$ cat src/rtl/smm_pkg.sv
package smm_pkg;
  typedef enum logic [2:0] {
    ST_IDLE,
    ST_SAVE,
    ST_ACTV,
    ST_REST,
    ST_LEAVE
  } smm_state_e;

  typedef enum logic [1:0] {
    KIND_REG,
    KIND_RESTART,
    KIND_REVID
  } save_kind_e;
endpackage

$ cat src/rtl/smm_addr_map.sv
module smm_addr_map #(
  parameter int AW    = 20,
  parameter int NREG  = 22,
  parameter int IDX_W = 5,
  parameter logic [AW-1:0] TOP_WORD     = 20'h3FFFC,
  parameter logic [AW-1:0] RESTART_ADDR = 20'h3FF00,
  parameter logic [AW-1:0] REVID_ADDR   = 20'h3FEFC
) (
  input  logic [IDX_W-1:0]      idx_i,
  output logic [AW-1:0]         addr_o,
  output smm_pkg::save_kind_e   kind_o
);
  always_comb begin
    if (idx_i < IDX_W'(NREG)) begin
      kind_o = smm_pkg::KIND_REG;
      addr_o = TOP_WORD - (AW'(idx_i) << 2);
    end else if (idx_i == IDX_W'(NREG)) begin
      kind_o = smm_pkg::KIND_RESTART;
      addr_o = RESTART_ADDR;
    end else begin
      kind_o = smm_pkg::KIND_REVID;
      addr_o = REVID_ADDR;
    end
  end
endmodule

$ cat src/rtl/smm_win_gate.sv
module smm_win_gate #(
  parameter int AW = 20,
  parameter logic [AW-1:0] WIN_LO = 20'h38000,
  parameter logic [AW-1:0] WIN_HI = 20'h3FFFF
) (
  input  logic          req_i,
  input  logic [AW-1:0] addr_i,
  input  logic          in_smm_i,
  output logic          deny_o,
  output logic          ok_o
);
  logic hit;
  assign hit    = (addr_i >= WIN_LO) && (addr_i <= WIN_HI);
  assign deny_o = req_i && hit && !in_smm_i;
  assign ok_o   = req_i && !deny_o;
endmodule

$ cat src/rtl/smm_fsm.sv
module smm_fsm #(
  parameter int DW     = 32,
  parameter int NREG   = 22,
  parameter int IDX_W  = 5,
  parameter int REG_IW = 5,
  parameter int SLOT_W = 16
) (
  input  logic                 clk,
  input  logic                 rst,
  input  logic                 smi_i,
  input  logic                 rsm_i,
  input  logic                 mem_ready_i,
  input  logic [DW-1:0]        rdata_i,
  input  logic [SLOT_W-1:0]    hlt_i,
  input  logic [SLOT_W-1:0]    io_i,
  output smm_pkg::smm_state_e  state_o,
  output logic [IDX_W-1:0]     cnt_o,
  output logic                 mem_valid_o,
  output logic                 mem_we_o,
  output logic                 load_o,
  output logic [REG_IW-1:0]    load_idx_o,
  output logic [DW-1:0]        load_data_o,
  output logic                 bad_o,
  output logic [SLOT_W-1:0]    hlt_q_o,
  output logic [SLOT_W-1:0]    io_q_o
);
  import smm_pkg::*;

  localparam logic [IDX_W-1:0] LAST_SAVE  = IDX_W'(NREG + 1);
  localparam logic [IDX_W-1:0] FIRST_REST = IDX_W'(NREG - 1);

  smm_state_e state;
  logic [IDX_W-1:0] cnt;

  always_ff @(posedge clk) begin
    if (rst) begin
      state       <= ST_IDLE;
      cnt         <= '0;
      load_o      <= 1'b0;
      load_idx_o  <= '0;
      load_data_o <= '0;
      bad_o       <= 1'b0;
      hlt_q_o     <= '0;
      io_q_o      <= '0;
    end else begin
      load_o <= 1'b0;
      bad_o  <= 1'b0;
      unique case (state)
        ST_IDLE: begin
          if (rsm_i) bad_o <= 1'b1;
          if (smi_i) begin
            state   <= ST_SAVE;
            cnt     <= '0;
            hlt_q_o <= hlt_i;
            io_q_o  <= io_i;
          end
        end
        ST_SAVE: begin
          if (mem_ready_i) begin
            if (cnt == LAST_SAVE) state <= ST_ACTV;
            else                  cnt   <= cnt + 1'b1;
          end
        end
        ST_ACTV: begin
          if (rsm_i) begin
            state <= ST_REST;
            cnt   <= FIRST_REST;
          end
        end
        ST_REST: begin
          if (mem_ready_i) begin
            load_o      <= 1'b1;
            load_idx_o  <= REG_IW'(cnt);
            load_data_o <= rdata_i;
            if (cnt == '0) state <= ST_LEAVE;
            else           cnt   <= cnt - 1'b1;
          end
        end
        ST_LEAVE: state <= ST_IDLE;
        default:  state <= ST_IDLE;
      endcase
    end
  end

  assign state_o     = state;
  assign cnt_o       = cnt;
  assign mem_valid_o = (state == ST_SAVE) || (state == ST_REST);
  assign mem_we_o    = (state == ST_SAVE);
endmodule

$ cat src/rtl/smm_state_sequencer.sv
module smm_state_sequencer #(
  parameter int DW     = 32,
  parameter int AW     = 20,
  parameter int NREG   = 22,
  parameter int SLOT_W = 16,
  parameter logic [AW-1:0] WIN_LO       = 20'h38000,
  parameter logic [AW-1:0] WIN_HI       = 20'h3FFFF,
  parameter logic [AW-1:0] RESTART_ADDR = 20'h3FF00,
  parameter logic [AW-1:0] REVID_ADDR   = 20'h3FEFC,
  parameter logic [DW-1:0] REVID_VALUE  = 32'h0001_0000,
  localparam int IDX_W  = $clog2(NREG + 2),
  localparam int REG_IW = $clog2(NREG)
) (
  input  logic               clk,
  input  logic               rst,
  input  logic               smi_req_i,
  input  logic               rsm_i,
  input  logic [NREG*DW-1:0] regs_i,
  input  logic [SLOT_W-1:0]  hlt_slot_i,
  input  logic [SLOT_W-1:0]  io_slot_i,
  output logic               mem_valid_o,
  input  logic               mem_ready_i,
  output logic               mem_we_o,
  output logic [AW-1:0]      mem_addr_o,
  output logic [DW-1:0]      mem_wdata_o,
  input  logic [DW-1:0]      mem_rdata_i,
  output logic               smiact_n_o,
  output logic               ld_strobe_o,
  output logic [REG_IW-1:0]  ld_idx_o,
  output logic [DW-1:0]      ld_data_o,
  output logic               bad_rsm_o,
  input  logic               acc_req_i,
  input  logic [AW-1:0]      acc_addr_i,
  output logic               acc_deny_o,
  output logic               acc_ok_o
);
  import smm_pkg::*;

  localparam logic [AW-1:0] TOP_WORD = WIN_HI - AW'(DW / 8 - 1);

  smm_state_e          state;
  save_kind_e          kind;
  logic [IDX_W-1:0]    cnt;
  logic [SLOT_W-1:0]   hlt_q, io_q;
  logic [DW-1:0]       reg_word [NREG];

  for (genvar g = 0; g < NREG; g++) begin : g_unpack
    assign reg_word[g] = regs_i[g*DW +: DW];
  end

  smm_fsm #(
    .DW(DW), .NREG(NREG), .IDX_W(IDX_W), .REG_IW(REG_IW), .SLOT_W(SLOT_W)
  ) u_fsm (
    .clk(clk), .rst(rst), .smi_i(smi_req_i), .rsm_i(rsm_i),
    .mem_ready_i(mem_ready_i), .rdata_i(mem_rdata_i),
    .hlt_i(hlt_slot_i), .io_i(io_slot_i),
    .state_o(state), .cnt_o(cnt),
    .mem_valid_o(mem_valid_o), .mem_we_o(mem_we_o),
    .load_o(ld_strobe_o), .load_idx_o(ld_idx_o), .load_data_o(ld_data_o),
    .bad_o(bad_rsm_o), .hlt_q_o(hlt_q), .io_q_o(io_q)
  );

  smm_addr_map #(
    .AW(AW), .NREG(NREG), .IDX_W(IDX_W), .TOP_WORD(TOP_WORD),
    .RESTART_ADDR(RESTART_ADDR), .REVID_ADDR(REVID_ADDR)
  ) u_map (
    .idx_i(cnt), .addr_o(mem_addr_o), .kind_o(kind)
  );

  always_comb begin
    unique case (kind)
      KIND_REG:     mem_wdata_o = reg_word[cnt[REG_IW-1:0]];
      KIND_RESTART: mem_wdata_o = DW'({hlt_q, io_q});
      default:      mem_wdata_o = REVID_VALUE;
    endcase
  end

  assign smiact_n_o = (state == ST_IDLE);

  smm_win_gate #(
    .AW(AW), .WIN_LO(WIN_LO), .WIN_HI(WIN_HI)
  ) u_gate (
    .req_i(acc_req_i), .addr_i(acc_addr_i), .in_smm_i(!smiact_n_o),
    .deny_o(acc_deny_o), .ok_o(acc_ok_o)
  );
endmodule

$ cat config.mk
export PLATFORM = sky130hd
export DESIGN_NAME = smm_state_sequencer
export DESIGN_NICKNAME = d
export VERILOG_FILES = /design/src/rtl/smm_pkg.sv /design/src/rtl/smm_addr_map.sv /design/src/rtl/smm_win_gate.sv /design/src/rtl/smm_fsm.sv /design/src/rtl/smm_state_sequencer.sv
export SDC_FILE = /design/constraint.sdc
export NUM_CORES = 1
export LEC_CHECK = 0
export BUFFER_PORTS_ARGS = -buffer_cell sky130_fd_sc_hd__buf_2
export CORE_AREA = 2 2 345 347
export DETAILED_ROUTE_END_ITERATION = 10
export DIE_AREA = 0 0 347 349
export GPL_ROUTABILITY_DRIVEN = 0
export REMOVE_ABC_BUFFERS = 1
export SETUP_SLACK_MARGIN = 0.5
export SYNTH_ARGS = -nofsm -noshare
export SYNTH_HDL_FRONTEND = slang
export SYNTH_SLANG_ARGS = --single-unit
$ cat constraint.sdc
create_clock -name clk -period 6.7 [get_ports clk]
set_input_delay 0.67 -clock clk [delete_from_list [all_inputs] [get_ports clk]]
set_output_delay 0.67 -clock clk [all_outputs]
set_load 0.02 [all_outputs]
==> impl_results.md <==
* P&R area growth vs syn at 69.1%
* Run status: finished, final reports clean
* DP Cell Count at 3384
* Post-Route WL at 91600 um
* Vias in the first global route at 12300
* Final worst path period need at 4430 ps
* Worst skew pair latency at 440 ps
* IO Port Bufs at 861
* Clock root buffer: clkbuf_16
* Final setup vio count at 0
* Crit Path Max Fanout at 47
* DP HPWL at 78400 um
* Worst Setup Start Kind: flip-flop
* Overflow after GRT at 0
* Final Hold Vio Count at 0
* CTS tree: done
* Wire per inst at 26.7 um
* Die width at 347 um
* Via Count at 13300
* Pre-antenna DRT Iters at 7
* Worst endpoint required time at 6030 ps
* Skew final at 23.8 ps
* Syn. warnings at 0
* Starting Density at 7.79%
* Share of cells above drive strength 1 at 53.3%
* Worst Setup End Kind: output pin
* Period utilization at 66.1%
* Worst-path clk slew at 70 ps
* Site Rows at 126
* Syn Inst Count at 1080
* Post-CTS setup buffers at 0
* Drt drc at 0
* CTS H-tree lvls at 3
* Ports at 890
* Nets@finish at 2657
* Register area at 0.00159 mm^2
* Worst min-delay path class: reg -> reg
* Avg Inst Size Synth at 8.48 um^2
* Antenna violations before repair at 132
* Clk buf depth at 2
* CP arrival at 3760 ps
* Synth unique cells at 49
* FILL cells at 13600
* Via density at 3.88
* P_leak at 6.45 nW
* First-pass GRT wire length at 115000 um
* Register area share after synthesis at 17.3%
* GRT Util Overall at 14.5%
* Core Util, Final at 13.2%
* Cell area after synthesis at 0.00915 mm^2
* Post-route ant nets at 0
* Worst rel slew slack at 29.7%
* Worst setup path category: reg -> out
* Iter 0 DRT Violations at 1330
* Slew Limit Fails at 0
* Max-cap violation count at 0
* Multi-input gate area at 0.00704 mm^2
* Number of synthesized register bits at 79
* Core ar. at 0.117 mm^2
* CTS Hold Bufs at 0
* Post-synth ARST share at 0%
* Clk sink count at 79
* Number of synthesized flops with an enable pin at 0
* Post-synth top flop: dfxtp_1
* RSZ-0062 raised after global routing: false
* Non-Filler Instances at 3432
* Worst Max-Slew Pin Slew at 1040 ps
* Num CTS Buffers at 9
* Die area at 0.121 mm^2
* VDD IR-drop max at 0.000233 V
* Power Dens Cells at 121 mW/mm^2
* Post-cts repair resize count at 0
* Largest net degree at the start of global routing at 101
* Die Y at 349 um
* Fmax at 0.226 GHz
cells in the final DEF (no fill, tap or decap), types with 32 or more instances in the layout:
master	synthesis	layout
nor2_1	44	41
nand3_1	62	62
mux4_2	69	69
a21oi_1	79	79
o21ai_0	38	36
a22oi_1	60	60
mux2i_1	218	218
buf_2	19	860
dfxtp_1	79	76
nand2_1	152	150
diode_2	0	32
final timing paths:
path / startpoint / cells after the start / slack (ps) / end
worst min-delay path: u_fsm.load_data_o[27] / 2 / 450 / u_fsm.load_data_o[27]
worst min register to register: u_fsm.load_data_o[27] / 2 / 450 / u_fsm.load_data_o[27]
worst max register to register: u_fsm.cnt_o[2] / 6 / 3580 / u_fsm.cnt_o[1]
worst max-delay path: u_fsm.cnt_o[2] / 5 / 2270 / mem_wdata_o[9]
report_power, final:
part	leakage [nW]	switching [mW]	total, mW	internal [mW]
clock network	0.157	0.310	0.626	0.316
logic	5.65	0.389	0.752	0.363
registers	0.644	0.0216	0.503	0.481
per-stage QoR:
stage | TNS, ps | hold WS [ps] | area, um^2 | setup WS [ps] | power (mW)
6_report | 0 | 453 | 15500 | 2270 | 1.88
5_1_grt | 0 | 439 | 15400 | 2100 | 1.99
4_1_cts | 0 | 406 | 15400 | 2100 | 1.93
3_5_place_dp | 0 | 445 | 15100 | 2610 | 1.27
3_3_place_gp | 0 | 439 | 15100 | 2680 | 1.26
2_1_floorplan | -274100 | 427 | 8560 | -6250 | 0.951
cells by family after synthesis:
group                    Yosys count  share of synthesized area [%]
AO/OA/AOI/OAI                    248                           17.3
XOR/XNOR                           2                          0.191
adder cells (fa/ha/maj)            4                          0.629
buffers and inverters            130                           7.15
flip-flops                        79                           17.3
multiplexers                     290                           41.2
other                              2                         0.0820
AND/OR/NAND/NOR                  325                           16.2
sequential cells by signal (all words and copies together), names as in the netlist:
register / cells
u_fsm.bad_o: 1
u_fsm.cnt_o: 5
u_fsm.hlt_q_o: 16
u_fsm.io_q_o: 16
u_fsm.load_data_o: 32
u_fsm.load_idx_o: 5
u_fsm.load_o: 1
u_fsm.state_o: 3
layer usage:
layer,GRT usage [%],part of all wire (%),routed length [um],vias up
met3,5.69,11,9670,250
li1,-,-,-,5691
met1,18.1,41,37800,6291
met5,0,0.29,265,-
met2,22.5,44,40300,1026
met4,4.70,3.9,3610,42
final cells by class:
| cell class | instances | area share, % |
|---|---|---|
| clock inverter | 5 | 0.412 |
| sequential | 79 | 10.3 |
| tap | 1536 | 12.4 |
| multi-input combinational | 882 | 45.5 |
| inverter | 4 | 0.0970 |
| antenna | 32 | 0.517 |
| timing repair buffer | 883 | 29.2 |
| clock buffer | 11 | 1.64 |
worst max-delay path: stages, from the launching register on:
cell,delay [ps]
dfxtp_4,880
or2_2,900
nor2_1,120
o21ai_0,850
nand3_1,250
buf_2,240
synth_stat cells, drive strengths merged (3+ instances only):
master  number  share of area (%)
a21oi       79                4.3
a221oi      30                2.9
a22oi       60                4.9
and2         3               0.21
and3        32                2.2
buf         59                4.2
clkbuf      67                2.7
dfxtp       79                 17
ha           3               0.41
inv          4               0.16
mux2         3               0.37
mux2i      218                 24
mux4        69                 17
nand2      152                6.2
nand2b       4               0.27
nand3       63                3.5
nor2        44                1.8
nor2b        8               0.55
nor3         7               0.38
nor4         4               0.44
o21ai       38                2.1
o22ai       30                2.1
No activity file was read; power rests on OpenSTA's default activity.
